==> src/rtl/bsc_rx_pkg.sv <==
package bsc_rx_pkg;
  typedef enum logic [1:0] {
    ST_HUNT  = 2'd0,
    ST_RECV  = 2'd1,
    ST_DRAIN = 2'd2
  } rx_state_e;

  localparam int STAT_W  = 4;
  localparam int STAT_OV = 3;
  localparam int STAT_CD = 2;
  localparam int STAT_PR = 1;
  localparam int STAT_CR = 0;
endpackage

==> src/rtl/bsc_rx_fifo.sv <==
module bsc_rx_fifo #(
  parameter int DW    = 8,
  parameter int DEPTH = 4,
  localparam int AW   = (DEPTH > 1) ? $clog2(DEPTH) : 1,
  localparam int CW   = $clog2(DEPTH + 1)
) (
  input  logic          clk,
  input  logic          rst_n,
  input  logic          flush,
  input  logic          push,
  input  logic [DW-1:0] wdata,
  input  logic          pop,
  output logic [DW-1:0] rdata,
  output logic          empty,
  output logic          full,
  output logic [CW-1:0] count
);
  logic [DW-1:0] mem_q [DEPTH];
  logic [AW-1:0] wr_q, wr_d, rd_q, rd_d, last_idx, wr_idx;
  logic [CW-1:0] cnt_q, cnt_d;
  logic          do_ins, do_ovw, do_pop, mem_we;

  function automatic logic [AW-1:0] nxt(input logic [AW-1:0] p);
    return (p == AW'(DEPTH - 1)) ? '0 : p + 1'b1;
  endfunction

  assign empty    = (cnt_q == '0);
  assign full     = (cnt_q == CW'(DEPTH));
  assign count    = cnt_q;
  assign rdata    = mem_q[rd_q];
  assign last_idx = (wr_q == '0) ? AW'(DEPTH - 1) : wr_q - 1'b1;

  always_comb begin
    do_ins = push && !full && !flush;
    do_ovw = push && full && !flush;
    do_pop = pop && !empty && !flush;
    mem_we = do_ins || do_ovw;
    wr_idx = do_ovw ? last_idx : wr_q;
    wr_d   = wr_q;
    rd_d   = rd_q;
    cnt_d  = cnt_q;
    if (flush) begin
      wr_d  = '0;
      rd_d  = '0;
      cnt_d = '0;
    end else begin
      if (do_ins) wr_d = nxt(wr_q);
      if (do_pop) rd_d = nxt(rd_q);
      cnt_d = cnt_q + CW'(do_ins) - CW'(do_pop);
    end
  end

  always_ff @(posedge clk or negedge rst_n) begin
    if (!rst_n) begin
      wr_q  <= '0;
      rd_q  <= '0;
      cnt_q <= '0;
    end else begin
      wr_q  <= wr_d;
      rd_q  <= rd_d;
      cnt_q <= cnt_d;
    end
  end

  always_ff @(posedge clk) begin
    if (mem_we) mem_q[wr_idx] <= wdata;
  end
endmodule

==> src/rtl/bsc_rx_perr_cnt.sv <==
module bsc_rx_perr_cnt #(
  parameter int W = 4
) (
  input  logic         clk,
  input  logic         rst_n,
  input  logic         inc,
  output logic [W-1:0] count
);
  logic [W-1:0] cnt_q, cnt_d;
  logic         at_max;

  assign at_max = (cnt_q == {W{1'b1}});
  assign count  = cnt_q;

  always_comb begin
    cnt_d = cnt_q;
    if (inc && !at_max) cnt_d = cnt_q + 1'b1;
  end

  always_ff @(posedge clk or negedge rst_n) begin
    if (!rst_n) cnt_q <= '0;
    else        cnt_q <= cnt_d;
  end
endmodule

==> src/rtl/bsc_rx_crc_track.sv <==
module bsc_rx_crc_track (
  input  logic clk,
  input  logic rst_n,
  input  logic restart,
  input  logic step,
  input  logic crc_in,
  output logic cr_stat
);
  logic hold_q, hold_d, cr_q, cr_d;

  assign cr_stat = cr_q;

  always_comb begin
    hold_d = hold_q;
    cr_d   = cr_q;
    if (restart) begin
      hold_d = 1'b0;
      cr_d   = 1'b0;
    end else if (step) begin
      cr_d   = hold_q;
      hold_d = crc_in;
    end
  end

  always_ff @(posedge clk or negedge rst_n) begin
    if (!rst_n) begin
      hold_q <= 1'b0;
      cr_q   <= 1'b0;
    end else begin
      hold_q <= hold_d;
      cr_q   <= cr_d;
    end
  end
endmodule

==> src/rtl/bsc_rx_ctrl.sv <==
module bsc_rx_ctrl
  import bsc_rx_pkg::*;
#(
  parameter int DW         = 8,
  parameter int FIFO_DEPTH = 4,
  parameter int PERR_W     = 4
) (
  input  logic              clk,
  input  logic              rst_n,
  input  logic [DW-1:0]     rx_byte,
  input  logic              rx_valid,
  input  logic              rx_par_err,
  input  logic              rx_crc_err,
  input  logic              rx_ctl_end,
  input  logic              sync_found,
  input  logic              carrier_ok,
  input  logic              irq_en,
  input  logic              buf_ready,
  output logic [DW-1:0]     buf_wdata,
  output logic              buf_wvalid,
  output logic              close_valid,
  output logic [STAT_W-1:0] close_stat,
  output logic              irq,
  output logic [PERR_W-1:0] perr_count,
  output logic              hunting
);
  localparam int CW = $clog2(FIFO_DEPTH + 1);

  rx_state_e         st_q, st_d;
  logic              pend_ov_q, pend_ov_d, pend_pr_q, pend_pr_d;
  logic              close_q, close_d, irq_q, irq_d;
  logic [STAT_W-1:0] stat_q, stat_d;
  logic              accept, lost, flush, f_empty, f_full, cr_stat, restart;
  logic [CW-1:0]     fifo_cnt;

  assign lost       = !carrier_ok && (st_q != ST_HUNT);
  assign accept     = (st_q == ST_RECV) && rx_valid && carrier_ok;
  assign restart    = (st_q == ST_HUNT) && sync_found;
  assign flush      = lost;
  assign buf_wvalid = !f_empty;
  assign hunting    = (st_q == ST_HUNT);
  assign close_valid = close_q;
  assign close_stat = stat_q;
  assign irq        = irq_q;

  bsc_rx_fifo #(.DW(DW), .DEPTH(FIFO_DEPTH)) u_fifo (
    .clk(clk), .rst_n(rst_n), .flush(flush), .push(accept), .wdata(rx_byte),
    .pop(buf_ready), .rdata(buf_wdata), .empty(f_empty), .full(f_full),
    .count(fifo_cnt)
  );

  bsc_rx_perr_cnt #(.W(PERR_W)) u_perr (
    .clk(clk), .rst_n(rst_n), .inc(accept && rx_par_err), .count(perr_count)
  );

  bsc_rx_crc_track u_crc (
    .clk(clk), .rst_n(rst_n), .restart(restart), .step(accept),
    .crc_in(rx_crc_err), .cr_stat(cr_stat)
  );

  always_comb begin
    st_d      = st_q;
    pend_ov_d = pend_ov_q;
    pend_pr_d = pend_pr_q;
    close_d   = 1'b0;
    stat_d    = stat_q;
    unique case (st_q)
      ST_HUNT: begin
        if (sync_found) begin
          st_d      = ST_RECV;
          pend_ov_d = 1'b0;
          pend_pr_d = 1'b0;
        end
      end
      ST_RECV: begin
        if (lost) begin
          st_d   = ST_HUNT;
          close_d = 1'b1;
          stat_d = STAT_W'(1) << STAT_CD;
        end else if (accept && (f_full || rx_par_err || rx_ctl_end)) begin
          st_d      = ST_DRAIN;
          pend_ov_d = f_full;
          pend_pr_d = rx_par_err;
        end
      end
      ST_DRAIN: begin
        if (lost) begin
          st_d   = ST_HUNT;
          close_d = 1'b1;
          stat_d = STAT_W'(1) << STAT_CD;
        end else if (f_empty) begin
          st_d    = ST_HUNT;
          close_d = 1'b1;
          stat_d  = '0;
          stat_d[STAT_OV] = pend_ov_q;
          stat_d[STAT_PR] = pend_pr_q;
          stat_d[STAT_CR] = cr_stat;
        end
      end
      default: st_d = ST_HUNT;
    endcase
    irq_d = close_d && irq_en;
  end

  always_ff @(posedge clk or negedge rst_n) begin
    if (!rst_n) begin
      st_q      <= ST_HUNT;
      pend_ov_q <= 1'b0;
      pend_pr_q <= 1'b0;
      close_q   <= 1'b0;
      irq_q     <= 1'b0;
      stat_q    <= '0;
    end else begin
      st_q      <= st_d;
      pend_ov_q <= pend_ov_d;
      pend_pr_q <= pend_pr_d;
      close_q   <= close_d;
      irq_q     <= irq_d;
      stat_q    <= stat_d;
    end
  end
endmodule

==> config.mk <==
export PLATFORM = sky130hd
export DESIGN_NAME = bsc_rx_ctrl
export DESIGN_NICKNAME = d
export VERILOG_FILES = /design/src/rtl/bsc_rx_pkg.sv /design/src/rtl/bsc_rx_fifo.sv /design/src/rtl/bsc_rx_perr_cnt.sv /design/src/rtl/bsc_rx_crc_track.sv /design/src/rtl/bsc_rx_ctrl.sv
export SDC_FILE = /design/constraint.sdc
export NUM_CORES = 1
export LEC_CHECK = 0
export BUFFER_PORTS_ARGS = -buffer_cell sky130_fd_sc_hd__buf_2
export CELL_PAD_IN_SITES_DETAIL_PLACEMENT = 1
export CELL_PAD_IN_SITES_GLOBAL_PLACEMENT = 1
export CORE_ASPECT_RATIO = 2
export CORE_MARGIN = 2
export CORE_UTILIZATION = 49
export DETAILED_ROUTE_END_ITERATION = 7
export PLACE_DENSITY = 0.92
export SETUP_SLACK_MARGIN = 0.05
export SLEW_MARGIN = 20
export SYNTH_ARGS = -nofsm -noshare
export SYNTH_HDL_FRONTEND = slang
export SYNTH_SLANG_ARGS = --single-unit
==> constraint.sdc <==
create_clock -name clk -period 5.3 [get_ports clk]
set_input_delay 0.53 -clock clk [delete_from_list [all_inputs] [get_ports clk]]
set_output_delay 0.53 -clock clk [all_outputs]
set_load 0.005 [all_outputs]
# == Word level (Yosys, flattened, before mapping) ==
# Memories as Yosys holds them, arrays and structs flattened.
# Index checks and enable logic that the tools add are counted.
# totals
elab_cells,101
ramBits,32
register_bits,23
input_bits,18
memories,1
romBits,0
latchBits,0
out_inout_bits,20
# memory_table
name,depth,word_bits,read_ports,rd_ports_with_merged_regs,wr,line_no,source
u_fifo.mem_q,4,8,1,0,1,bsc_rx_fifo.sv:18,logic [DW-1:0] mem_q [DEPTH];
# classes
n_mux,36
bitwise_logic,0
n_addsub,6
n_reduce_logical,34
n_shift,0
n_lt_le_gt_ge,0
div,0
eq_ne,12
multipliers,0
# op_table
op,count
$mux W2,13
$logic_and A1 B1 Y1,14
$mux W1,14
$mux W4,3
$reduce_bool A2 Y1,6
$pmux W4 S2,1
$eq A2 B2 Y1 const B,3
$ne A3 B1 Y1 const B,2
$pmux W1 S2,3
$pmux W2 S3,1
$reduce_and A3 Y1,2
$logic_not A1 Y1,5
$add A2 B1 Y2 const B,2
$add A4 B1 Y4 const B,1
$eq A4 B4 Y1 const B,1
$logic_not A2 Y1,2
$ne A2 B1 Y1 const B,2
$ne A2 B2 Y1 const B,2
$reduce_and A4 Y1,1
$add A3 B1 Y3,1
$eq A3 B3 Y1 const B,1
$logic_not A3 Y1,1
$logic_or A1 B1 Y1,3
$mux W3,1
3 further kinds,3

# == Longest topological paths before layout ==
# depth
word_depth,8
ltp_mapped,13

# == By module ==
# Synthesis repeated with hierarchy kept, for this count alone.
# unflattened
hier_cells,184
hier_area_um2,2558.7
# modules_own_cells
module,seq_area_each_um2,n_inst,cells_each,area_per_inst_um2
bsc_rx_fifo,1136.1,1,98,1659.1
bsc_rx_ctrl,250.2,1,60,611.8
bsc_rx_perr_cnt,100.1,1,20,210.2
bsc_rx_crc_track,50.0,1,6,77.6

# == Least setup slack after synthesis ==
# No wires, ideal clock.
# synth_path
path_type,flip-flop to flip-flop
from,register st_q[0]
to,"register u_fifo.cnt_q[2], in the netlist u_fifo.count[2]"
required_ns,5.168
setup_ns,0.132
path_stages_with_launch,14
n_path_buf,1
path_slack_ns,2.645
synth_period_minus_slack_ns,2.655
arrival_time_ns,2.523
path_cell_list,dfrtp_1 -> inv_1 -> ha_1 -> nor2_1 -> clkbuf_1 -> nor3b_1 -> ha_1 -> inv_1 -> ha_1 -> inv_1 -> fa_1 -> xor2_1 -> xnor2_1 -> nor2_1
# synth_via
elab_chain_len,8
elab_cells_between_ends,12
cone_classes,add/sub: 2; eq/ne: 1; mux: 1; reduce/logical: 8
# synth_lines
element,line_no,source
start: declaration,bsc_rx_ctrl.sv:29,"rx_state_e st_q, st_d;"
start signal: assignment,bsc_rx_ctrl.sv:114,st_q <= st_d;
$eq A2 B1 Y1,bsc_rx_ctrl.sv:37,assign accept = (st_q == ST_RECV) && rx_valid && carrier_ok;
$logic_and A1 B1 Y1 (2 in series),bsc_rx_ctrl.sv:37,
$logic_and A1 B1 Y1 (2 in series),bsc_rx_fifo.sv:34,do_ins = push && !full && !flush;
$add A3 B1 Y3,bsc_rx_fifo.sv:49,cnt_d = cnt_q + CW'(do_ins) - CW'(do_pop);
$sub A3 B1 Y3,bsc_rx_fifo.sv:49,
$mux W3 *,bsc_rx_fifo.sv:42,if (flush) begin
net u_fifo.cnt_d[2],bsc_rx_fifo.sv:20,"logic [CW-1:0] cnt_q, cnt_d;"
end signal: assignment,bsc_rx_fifo.sv:61,cnt_q <= cnt_d;
end: declaration,bsc_rx_fifo.sv:20,
# Mark *: on every way through the listed nets, which the timed path passes. The rest lies on a longest branch.
# A chain may end at the register's enable or synchronous reset.

# == Worst setup path after layout ==
# Ends and elaborated chain as after synthesis.

==> run_results.csv <==
group,metric,value,unit
status,outcome,"finished clean",
cells_and_area,syn_to_final_growth,14.6,%
flow_run,cap_violations,0,
detailed_routing,dr.pass1.iters,4,
cts,clk_pin_slew,90,ps
sta,finalClockSkew,4.27,ps
global_routing,overflow,0,
synth,yosysMostFrequentCell,"edfxtp_1",
floorplan,core,4820,µm²
synth,post-synth-top-area-cell,"edfxtp_1",
sta,finalHoldViolations,0,
cells_and_area,layoutNonFillerInstCount,271,
critical_path,crit_chain,"inv_1, ha_1, nor2_1, nor3b_1, ha_1, inv_1, ha_1, inv_1, fa_1, xor2_1, xnor2_1, nor2_1",
power_and_ir_drop,netSwitchingPower,0.000449,W
floorplan,ios,38,
critical_path,worstSetupEndpointType,"register",
global_routing,grt_util_all_layers,21.7,%
cells_and_area,fill_cells,491,
synth,synth_area_leaders,"edfxtp_1 (40%), dfrtp_1 (24%), mux4_2 (7.5%)",
detailed_routing,drc,0,
cts,cts_setup_buffers,0,
synth,ys_seq_elements,55,
global_routing,first_global_vias,1733,
power_and_ir_drop,p_leak,1.12,nW
cells_and_area,insertedDiodeCount,0,
floorplan,initial_core_util,49.9,%
critical_path,cp-startpoint,"st_q[0]",
critical_path,r2r_end,"u_fifo.count[2]",
place,dp_cells,263,
floorplan,chipWidth,53.6,µm
global_routing,grt_pass1_wl,8290,µm
synth,syn-num-nets,202,
synth,netlist.area_leader.share,39.9,%
place,gp_congestion,0.783,
synth,yosys.cell_types.count,33,
sta,maxSlewViolCount,0,
detailed_routing,ant_nets,0,
synth,ys.flop_type,"edfxtp_1",
critical_path,crit_slowest_cell,"nor2_1",
synth,synthesis.area,2410,µm²
critical_path,worstSetupPathType,"reg -> reg",
synth,synthArstFlopShare,41.8,%
critical_path,rr_startpoint,"st_q[0]",
power_and_ir_drop,switching_share,34.2,%
critical_path,reg2reg_slack,2270,ps
power_and_ir_drop,p_clk_share,20.4,%
cts,clockRootBuffer,"clkbuf_8",
cts,post_cts_resized,0,
detailed_routing,routedWlPerCell,19.1,µm
cts,cts_buffers,5,
cts,cts_tree,"done",
floorplan,die_area,5520,µm²
cts,cts_max_path_buffers,2,
cts,postCtsHoldBufs,0,
critical_path,worstPathMaxFanout,14,
detailed_routing,viasPerCell,5.73,
critical_path,r2r_cells,12,
power_and_ir_drop,power.internal,0.000861,W
sta,rsz0062_at_grt,"false",
global_routing,grt_max_degree,24,
global_routing,antenna_found_initial,0,
sta,tns,0,ps
worst_hold_path,hp-class,"in -> async",
critical_path,worstPathArrival,3190,ps
critical_path,cp-start-kind,"register",
power_and_ir_drop,ir_worst_vdd,0.331,mV
synth,syn-instance-count,174,
critical_path,required,5460,ps
power_and_ir_drop,seq_power_share,46.1,%
synth,synth_warnings,0,
sta,period_share,57.2,%
cts,clk_latency,300,ps
cts,clock_sinks,55,
power_and_ir_drop,combPwrFrac,33.5,%
critical_path,max_stage_delay,690,ps
detailed_routing,drt_wl_total,5180,µm
place,portBuffers,37,
sta,slew-limit-headroom,42.2,%
synth,syn_area_per_cell,13.8,µm²
sta,period_needed,3030,ps
sta,finalSetupViolations,0,
cells_and_area,final_net_count,241,
cells_and_area,drive_gt1_share,25.7,%
sta,tightest_slew,867,ps
synth,seq_area_frac_synth,63.9,%
synth,synth-edff-count,32,
detailed_routing,drt_iter0_markers,24,
floorplan,rows,36,
place,dpl.hpwl,4010,µm
floorplan,die_h,103,µm
power_and_ir_drop,power_density,475,nW/µm²
power_and_ir_drop,total_power,0.00131,W
synth,synth_top_cells_by_count,"edfxtp_1 (32), dfrtp_1 (23), nor2_1 (13)",
cts,htreeDepth,2,
sta,fmax,330,MHz
detailed_routing,vias,1554,
-- logic make-up after synthesis --
family | Yosys count | synth area share, %
flops | 55 | 63.9
mux | 11 | 8.79
fa+ha+maj | 10 | 5.51
buf+inv | 17 | 2.76
simple gates | 49 | 10.3
xor+xnor | 5 | 1.82
compound gates | 27 | 6.92
-- power groups by stage --
| stage | clock network [W] | logic, W | registers [W] |
|---|---|---|---|
| finish | 0.000267 | 0.000438 | 0.000604 |
| global route | 0.000289 | 0.000497 | 0.000616 |
| CTS | 0.000273 | 0.000443 | 0.000605 |
| detailed placement | 0 | 0.000440 | 0.000614 |
| global placement | 0 | 0.000414 | 0.000607 |
| floorplan | 0 | 0.000324 | 0.000576 |
-- layout make-up --
cell class                      instances  area (µm²)  share of cell area, %
Sequential cell                        55        1540                   55.7
Multi-Input combinational cell        102         803                   29.1
Timing Repair Buffer                   37         185                   6.72
Clock buffer                            7         108                   3.90
Tap cell                               57        71.3                   2.59
Inverter                               12        45.0                   1.63
Clock inverter                          1        8.76                  0.318
-- per-layer routing --
metal	wire length, µm	global-route usage (%)
met5	0	0
met4	170	11.2
met2	3050	40.7
met1	1770	21.8
met3	187	3.33
-- metrics by stage --
step                utilization (%)  area (µm²)  hold WS, ps  worst slack, ps
global route                   57.2        2760          225             1980
detailed placement             54.8        2640          488             2260
global placement               54.8        2640          484             2420
finish                         57.2        2760          185             2270
CTS                            57.2        2760          204             2250
floorplan                         -        2410          234             2650
-- placed cells by master (no fill, tap or decap), drive strengths merged, types with 3 or more instances in the layout --
cell type  count
nor3b          4
edfxtp        32
ha             9
dfrtp         23
nand3          7
nand2         10
xnor2          3
a22o           4
mux4           8
buf           37
nor2          13
nor2b          3
a21oi         11
nor3           4
inv           13
o21ai          6
clkbuf         7
-- registers in the layout, indices dropped and copies added (netlist names) --
register and cells:
pend_pr_q 1, u_crc.hold_q 1, u_fifo.rd_q 2, irq 1, close_valid 1, pend_ov_q 1, u_crc.cr_stat 1, u_fifo.wr_q 2
u_fifo.count 3, close_stat 4, u_fifo.mem_q 32, u_perr.count 4, st_q 2
-- critical path: cells and delay by family (launching register included) --
kind | cells | cell delay, ps
adder cells (fa/ha/maj) | 4 | 1130
AND/OR/NAND/NOR | 3 | 850
flip-flops | 1 | 400
XOR/XNOR | 2 | 310
buffers and inverters | 3 | 200
-- worst max path at each step --
stage / endpoint / slack [ps] / cells after the start
4_1_cts: u_fifo.count[2] / 2250 / 12
2_1_floorplan: u_fifo.count[2] / 2650 / 13
6_report: u_fifo.count[2] / 2270 / 12
5_1_grt: u_fifo.count[2] / 1980 / 12
3_3_place_gp: u_fifo.count[2] / 2420 / 12
3_5_place_dp: u_fifo.count[2] / 2260 / 12
(Power assumes the default switching activity.)
